### src/rtl/arp_pkg.sv
package arp_pkg;
   localparam int ADDR_W      = 7;
   localparam int UDID_BYTES  = 16;
   localparam int UDID_BITS   = UDID_BYTES * 8;
   localparam logic [6:0] ADDR_NONE = 7'h7F;

   localparam logic [7:0] OP_PREP   = 8'h01;
   localparam logic [7:0] OP_RST_G  = 8'h02;
   localparam logic [7:0] OP_GET_G  = 8'h03;
   localparam logic [7:0] OP_ASSIGN = 8'h04;
   localparam logic [7:0] UDID_LEN  = 8'h11;

   localparam logic [7:0]  F_CAPS    = 8'hC1;
   localparam logic [7:0]  F_VERREV  = 8'h0A;
   localparam logic [15:0] F_IFACE   = 16'h0004;
   localparam logic [15:0] F_SUBVEND = 16'h0000;
   localparam logic [15:0] F_SUBDEV  = 16'h0000;

   typedef enum logic [2:0] {
      ST_IDLE, ST_CMD, ST_DATA, ST_PEC, ST_WAITRD, ST_TX, ST_DROP
   } arp_state_t;

   typedef enum logic [1:0] {
      K_PREP, K_RST, K_GET, K_ASSIGN
   } arp_kind_t;

   function automatic logic [7:0] crc8_step(input logic [7:0] c,
                                            input logic [7:0] d,
                                            input logic [7:0] poly);
      logic [7:0] r;
      r = c ^ d;
      for (int i = 0; i < 8; i++)
         r = r[7] ? ((r << 1) ^ poly) : (r << 1);
      return r;
   endfunction
endpackage

### src/rtl/arp_crc8.sv
module arp_crc8 #(
   parameter logic [7:0] POLY = 8'h07
) (
   input  logic       clk,
   input  logic       rst_n,
   input  logic       clr,
   input  logic       upd,
   input  logic [7:0] din,
   output logic [7:0] crc
);
   import arp_pkg::*;

   generate
      if (POLY[0] != 1'b1) begin : g_bad_poly
         $error("CRC polynomial must have its constant term set");
      end
   endgenerate

   always_ff @(posedge clk or negedge rst_n) begin
      if (!rst_n)   crc <= 8'h00;
      else if (clr) crc <= 8'h00;
      else if (upd) crc <= crc8_step(crc, din, POLY);
   end
endmodule

### src/rtl/arp_udid.sv
module arp_udid #(
   parameter logic [15:0] VENDOR_ID = 16'h1AB5,
   parameter logic [15:0] DEVICE_ID = 16'h0D27,
   parameter int          LOC_W     = 3,
   parameter int          RND_W     = 16
) (
   input  logic [LOC_W-1:0] loc,
   input  logic [RND_W-1:0] rnd,
   input  logic [3:0]       sel,
   output logic [7:0]       byte_o
);
   import arp_pkg::*;
   localparam int PAD_W = 32 - LOC_W - RND_W;

   generate
      if (PAD_W < 0) begin : g_bad_vsid
         $error("location and random fields exceed the 32-bit vendor field");
      end
   endgenerate

   logic [31:0]          vsid;
   logic [UDID_BITS-1:0] udid;
   logic [7:0]           bytes_a [UDID_BYTES];

   assign vsid = {{PAD_W{1'b0}}, loc, rnd};
   assign udid = {F_CAPS, F_VERREV, VENDOR_ID, DEVICE_ID, F_IFACE,
                  F_SUBVEND, F_SUBDEV, vsid};

   for (genvar g = 0; g < UDID_BYTES; g++) begin : g_slice
      assign bytes_a[g] = udid[UDID_BITS-1-8*g -: 8];
   end

   assign byte_o = bytes_a[sel];
endmodule

### src/rtl/arp_addr_state.sv
module arp_addr_state #(
   parameter logic [6:0] FIXED_BASE = 7'h50,
   parameter int         LOC_W      = 3,
   parameter int         RND_W      = 16
) (
   input  logic             clk,
   input  logic             rst_n,
   input  logic [LOC_W-1:0] loc_strap,
   input  logic             mode_strap,
   input  logic [RND_W-1:0] rnd_strap,
   input  logic             do_prep,
   input  logic             do_reset,
   input  logic             do_assign,
   input  logic [6:0]       new_addr,
   output logic [LOC_W-1:0] loc_q,
   output logic [RND_W-1:0] rnd_q,
   output logic             cap_done,
   output logic [6:0]       dev_addr,
   output logic             addr_valid,
   output logic             addr_resolved
);
   import arp_pkg::*;

   generate
      if ((FIXED_BASE & 7'((1 << LOC_W) - 1)) != 7'd0) begin : g_bad_base
         $error("FIXED_BASE must leave the location bits clear");
      end
   endgenerate

   logic       arp_q;
   logic [6:0] asg_addr;
   logic       asg_valid;
   logic [6:0] fixed_addr;

   always_ff @(posedge clk or negedge rst_n) begin
      if (!rst_n) begin
         cap_done <= 1'b0;
         arp_q    <= 1'b1;
         loc_q    <= '0;
         rnd_q    <= '0;
      end else if (!cap_done) begin
         cap_done <= 1'b1;
         arp_q    <= mode_strap;
         loc_q    <= loc_strap;
         rnd_q    <= rnd_strap;
      end
   end

   always_ff @(posedge clk or negedge rst_n) begin
      if (!rst_n) begin
         asg_addr      <= ADDR_NONE;
         asg_valid     <= 1'b0;
         addr_resolved <= 1'b0;
      end else if (do_assign && arp_q) begin
         asg_addr      <= new_addr;
         asg_valid     <= 1'b1;
         addr_resolved <= 1'b1;
      end else if (do_reset) begin
         addr_resolved <= 1'b0;
         if (arp_q) begin
            asg_valid <= 1'b0;
            asg_addr  <= ADDR_NONE;
         end
      end else if (do_prep) begin
         addr_resolved <= 1'b0;
      end
   end

   assign fixed_addr = FIXED_BASE | 7'(loc_q);
   assign dev_addr   = (!cap_done || arp_q) ? asg_addr : fixed_addr;
   assign addr_valid = arp_q ? asg_valid : cap_done;

   assert_loc_hold_R3: assert property (@(posedge clk) disable iff (!rst_n)
      (cap_done && $past(cap_done)) |-> ($stable(loc_q) && $stable(rnd_q)));

   assert_resolved_valid_R6: assert property (@(posedge clk) disable iff (!rst_n)
      addr_resolved |-> addr_valid);

   assert_fixed_hold_R10: assert property (@(posedge clk) disable iff (!rst_n)
      (cap_done && $past(cap_done) && !arp_q) |-> $stable(dev_addr));
endmodule

### src/rtl/arp_responder.sv
module arp_responder #(
   parameter logic [15:0] VENDOR_ID  = 16'h1AB5,
   parameter logic [15:0] DEVICE_ID  = 16'h0D27,
   parameter logic [6:0]  ARP_ADDR   = 7'h61,
   parameter logic [6:0]  FIXED_BASE = 7'h50,
   parameter logic [7:0]  CRC_POLY   = 8'h07,
   parameter int          LOC_W      = 3,
   parameter int          RND_W      = 16
) (
   input  logic             clk,
   input  logic             rst_n,
   input  logic [LOC_W-1:0] loc_strap,
   input  logic             mode_arp_strap,
   input  logic [RND_W-1:0] rnd_strap,
   input  logic             bus_start,
   input  logic             bus_stop,
   input  logic             rx_valid,
   input  logic             rx_addr,
   input  logic [7:0]       rx_data,
   output logic             rsp_valid,
   output logic             rsp_ack,
   input  logic             tx_req,
   input  logic             arb_lost,
   output logic             tx_valid,
   output logic [7:0]       tx_data,
   output logic [6:0]       dev_addr,
   output logic             addr_valid,
   output logic             addr_resolved
);
   import arp_pkg::*;
   localparam logic [4:0] LAST_UDID = 5'(UDID_BYTES);
   localparam logic [4:0] IDX_ADDR  = 5'(UDID_BYTES + 1);
   localparam logic [4:0] IDX_PEC   = 5'(UDID_BYTES + 2);

   generate
      if (ARP_ADDR == FIXED_BASE) begin : g_bad_addr
         $error("ARP default address must differ from the fixed base");
      end
   endgenerate

   arp_state_t       state, state_n;
   arp_kind_t        kind, kind_n;
   logic [4:0]       cnt, cnt_n;
   logic [6:0]       naddr, naddr_n;
   logic             rsp_v_n, rsp_a_n, tx_v_n;
   logic [7:0]       tx_d_n;
   logic             crc_clr, crc_upd;
   logic [7:0]       crc_din, crc;
   logic             do_prep, do_reset, do_assign;
   logic [LOC_W-1:0] loc_q;
   logic [RND_W-1:0] rnd_q;
   logic             cap_done;
   logic [3:0]       udid_sel;
   logic [7:0]       udid_byte;
   logic [7:0]       tx_byte;

   arp_crc8 #(.POLY(CRC_POLY)) crc_i (
      .clk(clk), .rst_n(rst_n), .clr(crc_clr), .upd(crc_upd),
      .din(crc_din), .crc(crc)
   );

   arp_udid #(.VENDOR_ID(VENDOR_ID), .DEVICE_ID(DEVICE_ID),
              .LOC_W(LOC_W), .RND_W(RND_W)) udid_i (
      .loc(loc_q), .rnd(rnd_q), .sel(udid_sel), .byte_o(udid_byte)
   );

   arp_addr_state #(.FIXED_BASE(FIXED_BASE), .LOC_W(LOC_W),
                    .RND_W(RND_W)) addr_i (
      .clk(clk), .rst_n(rst_n), .loc_strap(loc_strap),
      .mode_strap(mode_arp_strap), .rnd_strap(rnd_strap),
      .do_prep(do_prep), .do_reset(do_reset), .do_assign(do_assign),
      .new_addr(naddr), .loc_q(loc_q), .rnd_q(rnd_q), .cap_done(cap_done),
      .dev_addr(dev_addr), .addr_valid(addr_valid),
      .addr_resolved(addr_resolved)
   );

   assign udid_sel = cnt[3:0] - 4'd1;

   always_comb begin
      if (cnt == 5'd0)          tx_byte = UDID_LEN;
      else if (cnt <= LAST_UDID) tx_byte = udid_byte;
      else if (cnt == IDX_ADDR)  tx_byte = {dev_addr, 1'b1};
      else                       tx_byte = crc;
   end

   always_comb begin
      state_n   = state;
      kind_n    = kind;
      cnt_n     = cnt;
      naddr_n   = naddr;
      rsp_v_n   = 1'b0;
      rsp_a_n   = 1'b0;
      tx_v_n    = 1'b0;
      tx_d_n    = tx_data;
      crc_clr   = 1'b0;
      crc_upd   = 1'b0;
      crc_din   = rx_data;
      do_prep   = 1'b0;
      do_reset  = 1'b0;
      do_assign = 1'b0;
      if (bus_stop) begin
         state_n = ST_IDLE;
         crc_clr = 1'b1;
      end else if (bus_start) begin
         if (state != ST_WAITRD) begin
            state_n = ST_IDLE;
            crc_clr = 1'b1;
         end
      end else if (rx_valid) begin
         rsp_v_n = 1'b1;
         state_n = ST_DROP;
         if (rx_addr) begin
            if (state == ST_IDLE && rx_data == {ARP_ADDR, 1'b0}) begin
               rsp_a_n = 1'b1;
               state_n = ST_CMD;
            end else if (state == ST_WAITRD && rx_data == {ARP_ADDR, 1'b1}) begin
               rsp_a_n = 1'b1;
               state_n = ST_TX;
               cnt_n   = 5'd0;
            end
         end else begin
            case (state)
               ST_CMD: begin
                  rsp_a_n = 1'b1;
                  if (rx_data == OP_PREP) begin
                     kind_n = K_PREP;   state_n = ST_PEC;
                  end else if (rx_data == OP_RST_G) begin
                     kind_n = K_RST;    state_n = ST_PEC;
                  end else if (rx_data == OP_GET_G && !addr_resolved) begin
                     kind_n = K_GET;    state_n = ST_WAITRD;
                  end else if (rx_data == OP_ASSIGN) begin
                     kind_n = K_ASSIGN; state_n = ST_DATA; cnt_n = 5'd0;
                  end else if (addr_valid && rx_data == {dev_addr, 1'b1}) begin
                     kind_n = K_RST;    state_n = ST_PEC;
                  end else if (addr_valid && rx_data == {dev_addr, 1'b0}) begin
                     kind_n = K_GET;    state_n = ST_WAITRD;
                  end else begin
                     rsp_a_n = 1'b0;
                  end
               end
               ST_DATA: begin
                  state_n = ST_DATA;
                  cnt_n   = cnt + 5'd1;
                  if (cnt == 5'd0) begin
                     rsp_a_n = (rx_data == UDID_LEN);
                  end else if (cnt <= LAST_UDID) begin
                     rsp_a_n = (rx_data == udid_byte);
                  end else begin
                     rsp_a_n = 1'b1;
                     naddr_n = rx_data[7:1];
                     state_n = ST_PEC;
                  end
                  if (!rsp_a_n) state_n = ST_DROP;
               end
               ST_PEC: begin
                  if (rx_data == crc) begin
                     rsp_a_n   = 1'b1;
                     do_prep   = (kind == K_PREP);
                     do_reset  = (kind == K_RST);
                     do_assign = (kind == K_ASSIGN);
                  end
               end
               default: ;
            endcase
         end
         crc_upd = rsp_a_n;
      end else if (state == ST_TX) begin
         if (arb_lost) begin
            state_n = ST_DROP;
         end else if (tx_req) begin
            tx_v_n  = 1'b1;
            tx_d_n  = tx_byte;
            crc_din = tx_byte;
            crc_upd = (cnt != IDX_PEC);
            cnt_n   = cnt + 5'd1;
            if (cnt == IDX_PEC) state_n = ST_DROP;
         end
      end
   end

   always_ff @(posedge clk or negedge rst_n) begin
      if (!rst_n) begin
         state     <= ST_IDLE;
         kind      <= K_PREP;
         cnt       <= 5'd0;
         naddr     <= ADDR_NONE;
         rsp_valid <= 1'b0;
         rsp_ack   <= 1'b0;
         tx_valid  <= 1'b0;
         tx_data   <= 8'h00;
      end else begin
         state     <= state_n;
         kind      <= kind_n;
         cnt       <= cnt_n;
         naddr     <= naddr_n;
         rsp_valid <= rsp_v_n;
         rsp_ack   <= rsp_a_n;
         tx_valid  <= tx_v_n;
         tx_data   <= tx_d_n;
      end
   end

   assert_rsp_follows_rx_R1: assert property (@(posedge clk) disable iff (!rst_n)
      rsp_valid |-> $past(rx_valid));

   assert_tx_follows_req_R4: assert property (@(posedge clk) disable iff (!rst_n)
      tx_valid |-> $past(tx_req));

   assert_no_tx_after_arb_R12: assert property (@(posedge clk) disable iff (!rst_n)
      arb_lost |=> !tx_valid);

   assert_capture_before_traffic_R3: assert property (@(posedge clk) disable iff (!rst_n)
      rsp_ack |-> cap_done);
endmodule

### config.mk
export PLATFORM = sky130hd
export DESIGN_NAME = arp_responder
export DESIGN_NICKNAME = d
export VERILOG_FILES = /design/src/rtl/arp_pkg.sv /design/src/rtl/arp_crc8.sv /design/src/rtl/arp_udid.sv /design/src/rtl/arp_addr_state.sv /design/src/rtl/arp_responder.sv
export SDC_FILE = /design/constraint.sdc
export NUM_CORES = 1
export LEC_CHECK = 0
export BUFFER_PORTS_ARGS = -buffer_cell sky130_fd_sc_hd__clkbuf_2
export CAP_MARGIN = 15
export CORE_ASPECT_RATIO = 1.2
export CORE_MARGIN = 3
export CORE_UTILIZATION = 55
export CTS_BUF_LIST = sky130_fd_sc_hd__clkbuf_4
export CTS_CLUSTER_DIAMETER = 30
export DETAILED_ROUTE_END_ITERATION = 16
export GPL_ROUTABILITY_DRIVEN = 0
export PLACE_DENSITY = 0.87
export RECOVER_POWER = 100
export REMOVE_ABC_BUFFERS = 1
export SYNTH_ARGS = -nofsm -noshare
export SYNTH_HDL_FRONTEND = slang
export SYNTH_HIERARCHICAL = 1
export SYNTH_SLANG_ARGS = --single-unit
### constraint.sdc
create_clock -name clk -period 3.4 [get_ports clk]
set_input_delay 0 -clock clk [delete_from_list [all_inputs] [get_ports clk]]
set_output_delay 0 -clock clk [all_outputs]
set_load 0.02 [all_outputs]
==> run summary, run 1 <==
Status = finished, violations left
Failing checks = capacitance limit, slew limit, setup timing
Final period util = 103%
P_sw = 1280 µW
Final Hold Vio Count = 0
Detail Route Antenna Nets = 0
FFs w/ async S/R, synth = 100%
Diode count = 0
Core area = 7880 µm²
CTS Buffer Depth = 2
CP endpoint kind = flop
Post-route minimum period = 3.52 ns
Startpoint types = flop
Hold Path Class = in -> reg
Die Ht = 106 µm
Drc violations = 0
Worst Max-Slew Pin Slew = 1.94 ns
Worst-path clk slew = 0.13 ns
Fraction of layout cells with a size suffix above 1 = 36.5%
Number of distinct library cells after synthesis = 72
1st-iter DRT viols = 498
I/O Pins = 56
Post-Layout Cell Count = 670
Starting density of the core = 58.1%
Via count of the first global-routing pass = 4169
Worst Path Required = 3.76 ns
Fmax = 284 MHz
Clock power frac = 16.3%
Clk_skew = 0.0142 ns
Mapped Area = 4580 µm²
Synth area leaders = dfrtp_1 (28%), dfstp_2 (8.6%), mux2_2 (7.1%)
CTS root buffer = clkbuf_4
Reg power frac = 28.4%
TritonCTS Buffers = 9
Cell Pwr Density = 536 nW/µm²
CTS tree = done
Maximum vdd drop = 0.469 mV
Max cap viols = 1
Average routed wire per standard cell = 20.8 µm
CTS H-tree lvls = 3
GRT Resource Usage Total = 27.9%
Layout Nets = 616
Initial antenna violation count = 0
Clock insertion delay at the later pin of the skew report = 0.45 ns
Pin count of the biggest net entering global routing = 35
Syn_area_per_cell = 10.2 µm²
Internal power = 1810 µW
Cells after DPL = 615
Switch share = 41.5%
Max_slew headroom = -29.3%
Cell accounting for the most synthesized area = dfrtp_1
Critical path type = reg -> reg
RSZ-0062 raised after global routing = true
Hold slack = 0.0334 ns
Final worst setup slack = -0.117 ns
DR vias = 4297
Congestion Overflow GR = 0
Chip width = 89.3 µm
P_leak = 0.00261 µW
Dpl hpwl = 8.78 mm
First-pass GRT wire length = 20.3 mm
CP Data Arrival Time = 3.88 ns
Number of flops mapped to enable cells by yosys = 0
Synth top area share = 27.9%
Yosys warns = 6
First drt pass iteration count = 5
Setup violations, final = 3
Post-synthesis sequential area ratio = 36.5%
Final-report max-slew violation count = 34
Row cnt = 35
Combinational share of power = 55.3%
CP Max Fanout = 3
Mapped Cells = 451
Port bufs = 55
CTS sink count = 66
Die area = 9460 µm²
Post-Route WL = 14.0 mm
Synth Flop Type = dfrtp_1
Area delta synth->final = 26.2%
Seq cells post-synth = 66
Vias/cell = 6.41
state kept, by name, indices dropped and copies added, names as in the netlist:
| name | flops |
|---|---|
| state | 3 |
| addr_i/cap_done | 1 |
| addr_i/loc_q | 3 |
| addr_i/asg_addr | 7 |
| rsp_ack | 1 |
| addr_i/addr_resolved | 1 |
| addr_i/asg_valid | 1 |
| cnt | 5 |
| addr_i/arp_q | 1 |
| crc_i/crc | 8 |
| rsp_valid | 1 |
| naddr | 7 |
| kind | 2 |
| tx_valid | 1 |
| addr_i/rnd_q | 16 |
| tx_data | 8 |
worst max-delay path, stage by stage, from the launching register on:
cell,delay (ns)
dfrtp_1,0.42
inv_2,0.11
ha_4,0.22
inv_2,0.07
inv_1,0.06
ha_1,0.30
inv_1,0.06
o31a_1,0.28
a31oi_4,0.20
nor2_1,0.07
a211o_1,0.26
a21oi_2,0.15
a21o_1,0.15
xor3_1,0.25
xnor3_1,0.38
or3_1,0.32
a21oi_1,0.13
layer usage:
| layer | share of wire (%) | GRT usage [%] | vias to the layer above |
|---|---|---|---|
| met5 | 0 | 0 | - |
| met4 | 6.0 | 16.4 | 0 |
| met3 | 7.1 | 4.88 | 78 |
| met2 | 50 | 46.2 | 239 |
| met1 | 37 | 33.2 | 2102 |
| li1 | - | - | 1878 |
cell usage after synthesis (3+ instances only):
library cell / instances
buf_6: 5
o21a_1: 5
o22ai_1: 4
xor3_1: 3
mux2_2: 29
mux2_1: 3
xnor3_1: 3
inv_1: 15
nor3_1: 10
buf_2: 14
nand2_1: 23
ha_1: 7
o22a_1: 7
mux2i_1: 17
o31ai_1: 3
nand2b_1: 9
nand4_1: 7
a211oi_1: 6
a31o_1: 3
dfrtp_1: 51
o2bb2ai_1: 3
mux2_4: 3
nand3_1: 18
a211o_1: 6
o21ai_0: 13
a31oi_1: 7
a21oi_1: 16
nor2b_1: 5
dfstp_2: 15
xor2_1: 5
a21o_1: 16
clkbuf_1: 8
nor2_1: 27
xnor2_1: 37
what timing repair did:
item,CTS,global route
hold buffers,27,0
endpoints found under the setup margin,3,8
gates cloned,0,1
setup buffers,0,11
pin swaps,0,17
resized for setup,3,38
hold endpoints to repair,53,0
worst paths after layout:
check | end | slack, ns | from | cells after the start
max | crc_i/crc[2]$_DFFE_PN0P_ | -0.12 | cnt[0]$_DFFE_PN0P_ | 16
min | naddr[4]$_DFFE_PN1P_ | 0.03 | rx_data[5] | 2
max reg2reg | crc_i/crc[2]$_DFFE_PN0P_ | -0.12 | cnt[0]$_DFFE_PN0P_ | 16
min reg2reg | tx_data[1]$_DFFE_PN0P_ | 0.50 | tx_data[1]$_DFFE_PN0P_ | 1
max in group asynchronous | addr_i/rnd_q[7]$_DFFE_PN0N_ | 1.10 | rst_n | 3
min in group asynchronous | cnt[2]$_DFFE_PN0P_ | 0.62 | rst_n | 2
layout by cell type, fill, tap and decap left out, types with 4 or more instances in the layout:
master	netlist	routed
a211oi_1	6	5
xnor2_1	37	34
nand3_1	18	17
inv_1	15	11
nor2_1	27	24
clkbuf_4	0	9
dfrtp_1	51	50
o21ai_0	13	10
o21a_1	5	5
mux2i_1	17	17
nand2_1	23	22
inv_2	0	4
ha_1	7	6
a21o_1	16	16
nor2b_1	5	5
a211o_1	6	6
clkbuf_1	8	15
nand2b_1	9	9
o22a_1	7	7
dlygate4sd3_1	0	27
dfstp_2	15	15
xnor2_2	1	4
a31oi_1	7	6
nor3_1	10	8
a21oi_2	0	5
nand4_1	7	7
a21oi_1	16	11
buf_4	0	52
mux2_2	29	29
clkbuf_2	1	42
stage by stage:
stage                     setup TNS (ns)  total power (µW)  cell area (µm²)  util [%]  setup WS [ns]
after CTS                              0              2670             5550      70.4        0.00531
after floorplan                    -2.85              1650             4420         -         -0.561
after detailed placement        -0.00737              2130             5150      65.3       -0.00737
after global placement                 0              2080             5150      65.3         0.0835
final                             -0.291              3100             5780      73.3         -0.117
after global routing               -1.73              3240             5780      73.3         -0.292
kinds of logic (layout without fill, tap and decap cells):
kind of cell	Yosys count	count (layout)	share of synthesized area, %
compound gates	106	106	16.9
simple gates	127	127	15.9
buf+inv	43	170	4.75
mux	52	52	12.6
fa+ha+maj	7	7	1.91
flops	66	66	36.5
xor+xnor	49	49	11.4
other cells	1	1	0.0819
cell type report:
| class | instances | area [µm²] |
|---|---|---|
| timing repair buffer | 139 | 955 |
| fill | 507 | 2100 |
| inverter | 15 | 56.3 |
| clock inverter | 7 | 58.8 |
| clock buffer | 9 | 67.6 |
| tap | 92 | 115 |
| multi-input combinational | 342 | 2860 |
| sequential | 66 | 1670 |
power groups by stage:
stage | registers (µW) | logic (µW) | clock network (µW)
floorplan | 886 | 767 | 0
global placement | 880 | 1200 | 0
detailed placement | 884 | 1250 | 0
CTS | 869 | 1300 | 501
global route | 883 | 1810 | 547
finish | 878 | 1710 | 505
No activity file was read; power rests on OpenSTA's default activity.
==> inputs of run 2 (changes only) <==
--- a/config.mk
+++ b/config.mk
@@ -7,9 +7,10 @@
 export LEC_CHECK = 0
 export BUFFER_PORTS_ARGS = -buffer_cell sky130_fd_sc_hd__clkbuf_2
 export CAP_MARGIN = 15
+export CELL_PAD_IN_SITES_DETAIL_PLACEMENT = 0
+export CELL_PAD_IN_SITES_GLOBAL_PLACEMENT = 1
 export CORE_ASPECT_RATIO = 1.2
-export CORE_MARGIN = 3
-export CORE_UTILIZATION = 55
+export CORE_UTILIZATION = 43
 export CTS_BUF_LIST = sky130_fd_sc_hd__clkbuf_4
 export CTS_CLUSTER_DIAMETER = 30
 export DETAILED_ROUTE_END_ITERATION = 16
==> run summary, run 2 (synthesized netlist as in run 1, its figures left out) <==
Fmax = 297 MHz
Multi-input logic area = 2820 µm²
Cells after DPL = 633
Crit path capture = crc_i/crc[2]$_DFFE_PN0P_
Tot Pwr = 2880 µW
Post-route minimum period = 3.37 ns
Worst Path Required = 3.76 ns
Final Hold Vio Count = 0
Startpoint types = flop
Final period util = 99.2%
CP endpoint kind = flop
Port bufs = 55
Failing checks = capacitance limit, slew limit
Core area = 10200 µm²
Congestion Overflow GR = 0
Fraction of layout cells with a size suffix above 1 = 33.5%
CTS root buffer = clkbuf_4
Fillcell total = 896
CP Max Fanout = 5
TritonCTS Buffers = 9
Area delta synth->final = 23.9%
Hold slack = 0.0334 ns
Worst Max-Slew Pin Slew = 2.26 ns
Reg2Reg Launch Point = cnt[0]$_DFFE_PN0P_
Hold Path Class = in -> reg
Critical path type = reg -> reg
Detail Route Antenna Nets = 0
P_leak = 0.00250 µW
CTS H-tree lvls = 3
CTS tree = done
Worst-path clk slew = 0.13 ns
Layout Nets = 596
Initial antenna violation count = 1
Commonest non-fill, non-tap cell in the layout = dfrtp_1
CTS Buffer Depth = 2
Setup violations, final = 0
Largest registers = addr_i/rnd_q x16, crc_i/crc x8, tx_data x8
Post-Route WL = 12.3 mm
Pin count of the biggest net entering global routing = 44
Via count of the first global-routing pass = 3934
R2R depth = 15
Most frequent cells in the layout = dfrtp_1 (51), clkbuf_2 (40), xnor2_1 (34)
Max reg flops = 16
Die area = 11100 µm²
Drc violations = 0
I/O Pins = 56
Row cnt = 40
Post-Layout Cell Count = 685
Reg2reg end = crc_i/crc[2]$_DFFE_PN0P_
DR vias = 3889
First drt pass iteration count = 4
Average routed wire per standard cell = 18.0 µm
CP Data Arrival Time = 3.73 ns
Dpl hpwl = 8.82 mm
Vias/cell = 5.68
Die Ht = 115 µm
Starting density of the core = 45.1%
Status = finished, violations left
First-pass GRT wire length = 19.3 mm
Cell Pwr Density = 508 nW/µm²
Clock insertion delay at the later pin of the skew report = 0.44 ns
Max cap viols = 1
CTS sink count = 66
Crit path from = cnt[0]$_DFFE_PN0P_
Chip width = 96.2 µm
Final-report max-slew violation count = 44
Maximum vdd drop = 0.406 mV
GRT Resource Usage Total = 23.4%
1st-iter DRT viols = 227
Max_slew headroom = -50.4%
FF/Latch Area = 1670 µm²
R2r setup slk = 0.03 ns
Clk_skew = 0.0146 ns
RSZ-0062 raised after global routing = true
Top reg by flops = addr_i/rnd_q
[run 2: changes by cell type in the layout (fill, tap and decap cells not counted), moves of 2 or more]
cell and delta:
inv_1 -2, mux2_1 -2, clkbuf_1 +3, clkbuf_2 -2, inv_2 +2, mux2_4 +2
buf_4 -23
[run 2: final cells by class]
cell class                      count  share of cell area (%)
Tap cell                          126                    2.78
Antenna cell                        1                  0.0441
Sequential cell                    66                    29.5
Timing Repair Buffer              119                    14.5
Multi-Input combinational cell    342                    49.7
Inverter                           15                   0.993
Clock inverter                      7                    1.35
Clock buffer                        9                    1.19
[run 2: metrics by stage]
| stage | area [µm²] | util, % | setup WS, ns | setup TNS, ns |
|---|---|---|---|---|
| 6_report | 5670 | 55.8 | 0.0281 | 0 |
| 5_1_grt | 5670 | 55.8 | -0.138 | -0.527 |
| 4_1_cts | 5520 | 54.3 | 0.0190 | 0 |
| 3_5_place_dp | 5070 | 49.9 | -0.0374 | -0.0374 |
| 3_3_place_gp | 5070 | 49.9 | 0.0808 | 0 |
| 2_1_floorplan | 4420 | - | -0.561 | -2.85 |
[run 2: layer usage]
layer,vias to the layer above,wire (µm),track usage (%)
met1,1889,4910,27.9
met5,-,0,0
met3,35,584,3.97
li1,1837,-,-
met4,0,527,14.3
met2,128,6300,39.0
[run 2: how the worst min path moves through the flow]
stage,depth (start not counted),to,startpoint
floorplan,0,addr_i/addr_resolved$_DFFE_PN0P_,rst_n
finish,2,naddr[3]$_DFFE_PN1P_,rx_data[4]
CTS,2,naddr[3]$_DFFE_PN1P_,rx_data[4]
detailed placement,1,addr_i/addr_resolved$_DFFE_PN0P_,rst_n
global placement,1,addr_i/addr_resolved$_DFFE_PN0P_,rst_n
global route,2,naddr[3]$_DFFE_PN1P_,rx_data[4]
[run 2: report_power, final]
group,internal (µW),total [µW],switching [µW]
registers,830,870,40.5
clock network,228,549,321
logic,713,1460,748
total,1770,2880,1110
[run 2: worst max-delay path: stages, from the launching register on]
cell     delay (ns)
dfrtp_1        0.43
buf_6          0.14
nor3_4         0.19
xor2_2         0.22
buf_6          0.16
nand2_2        0.07
o22ai_2        0.11
a21o_1         0.19
nor2_1         0.05
a211o_1        0.26
a21oi_2        0.18
a21o_1         0.14
xor3_1         0.43
xnor3_1        0.20
or3_4          0.38
a21oi_2        0.13
[run 2: repair_timing]
| item | in CTS | in global routing |
|---|---|---|
| endpoints found under the setup margin | 3 | 8 |
| hold buffers | 27 | 0 |
| buffers inserted | 3 | 5 |
| resized for setup | 3 | 42 |
| cloned | 0 | 0 |
| pin swaps | 2 | 21 |
| hold endpoints to repair | 50 | 0 |
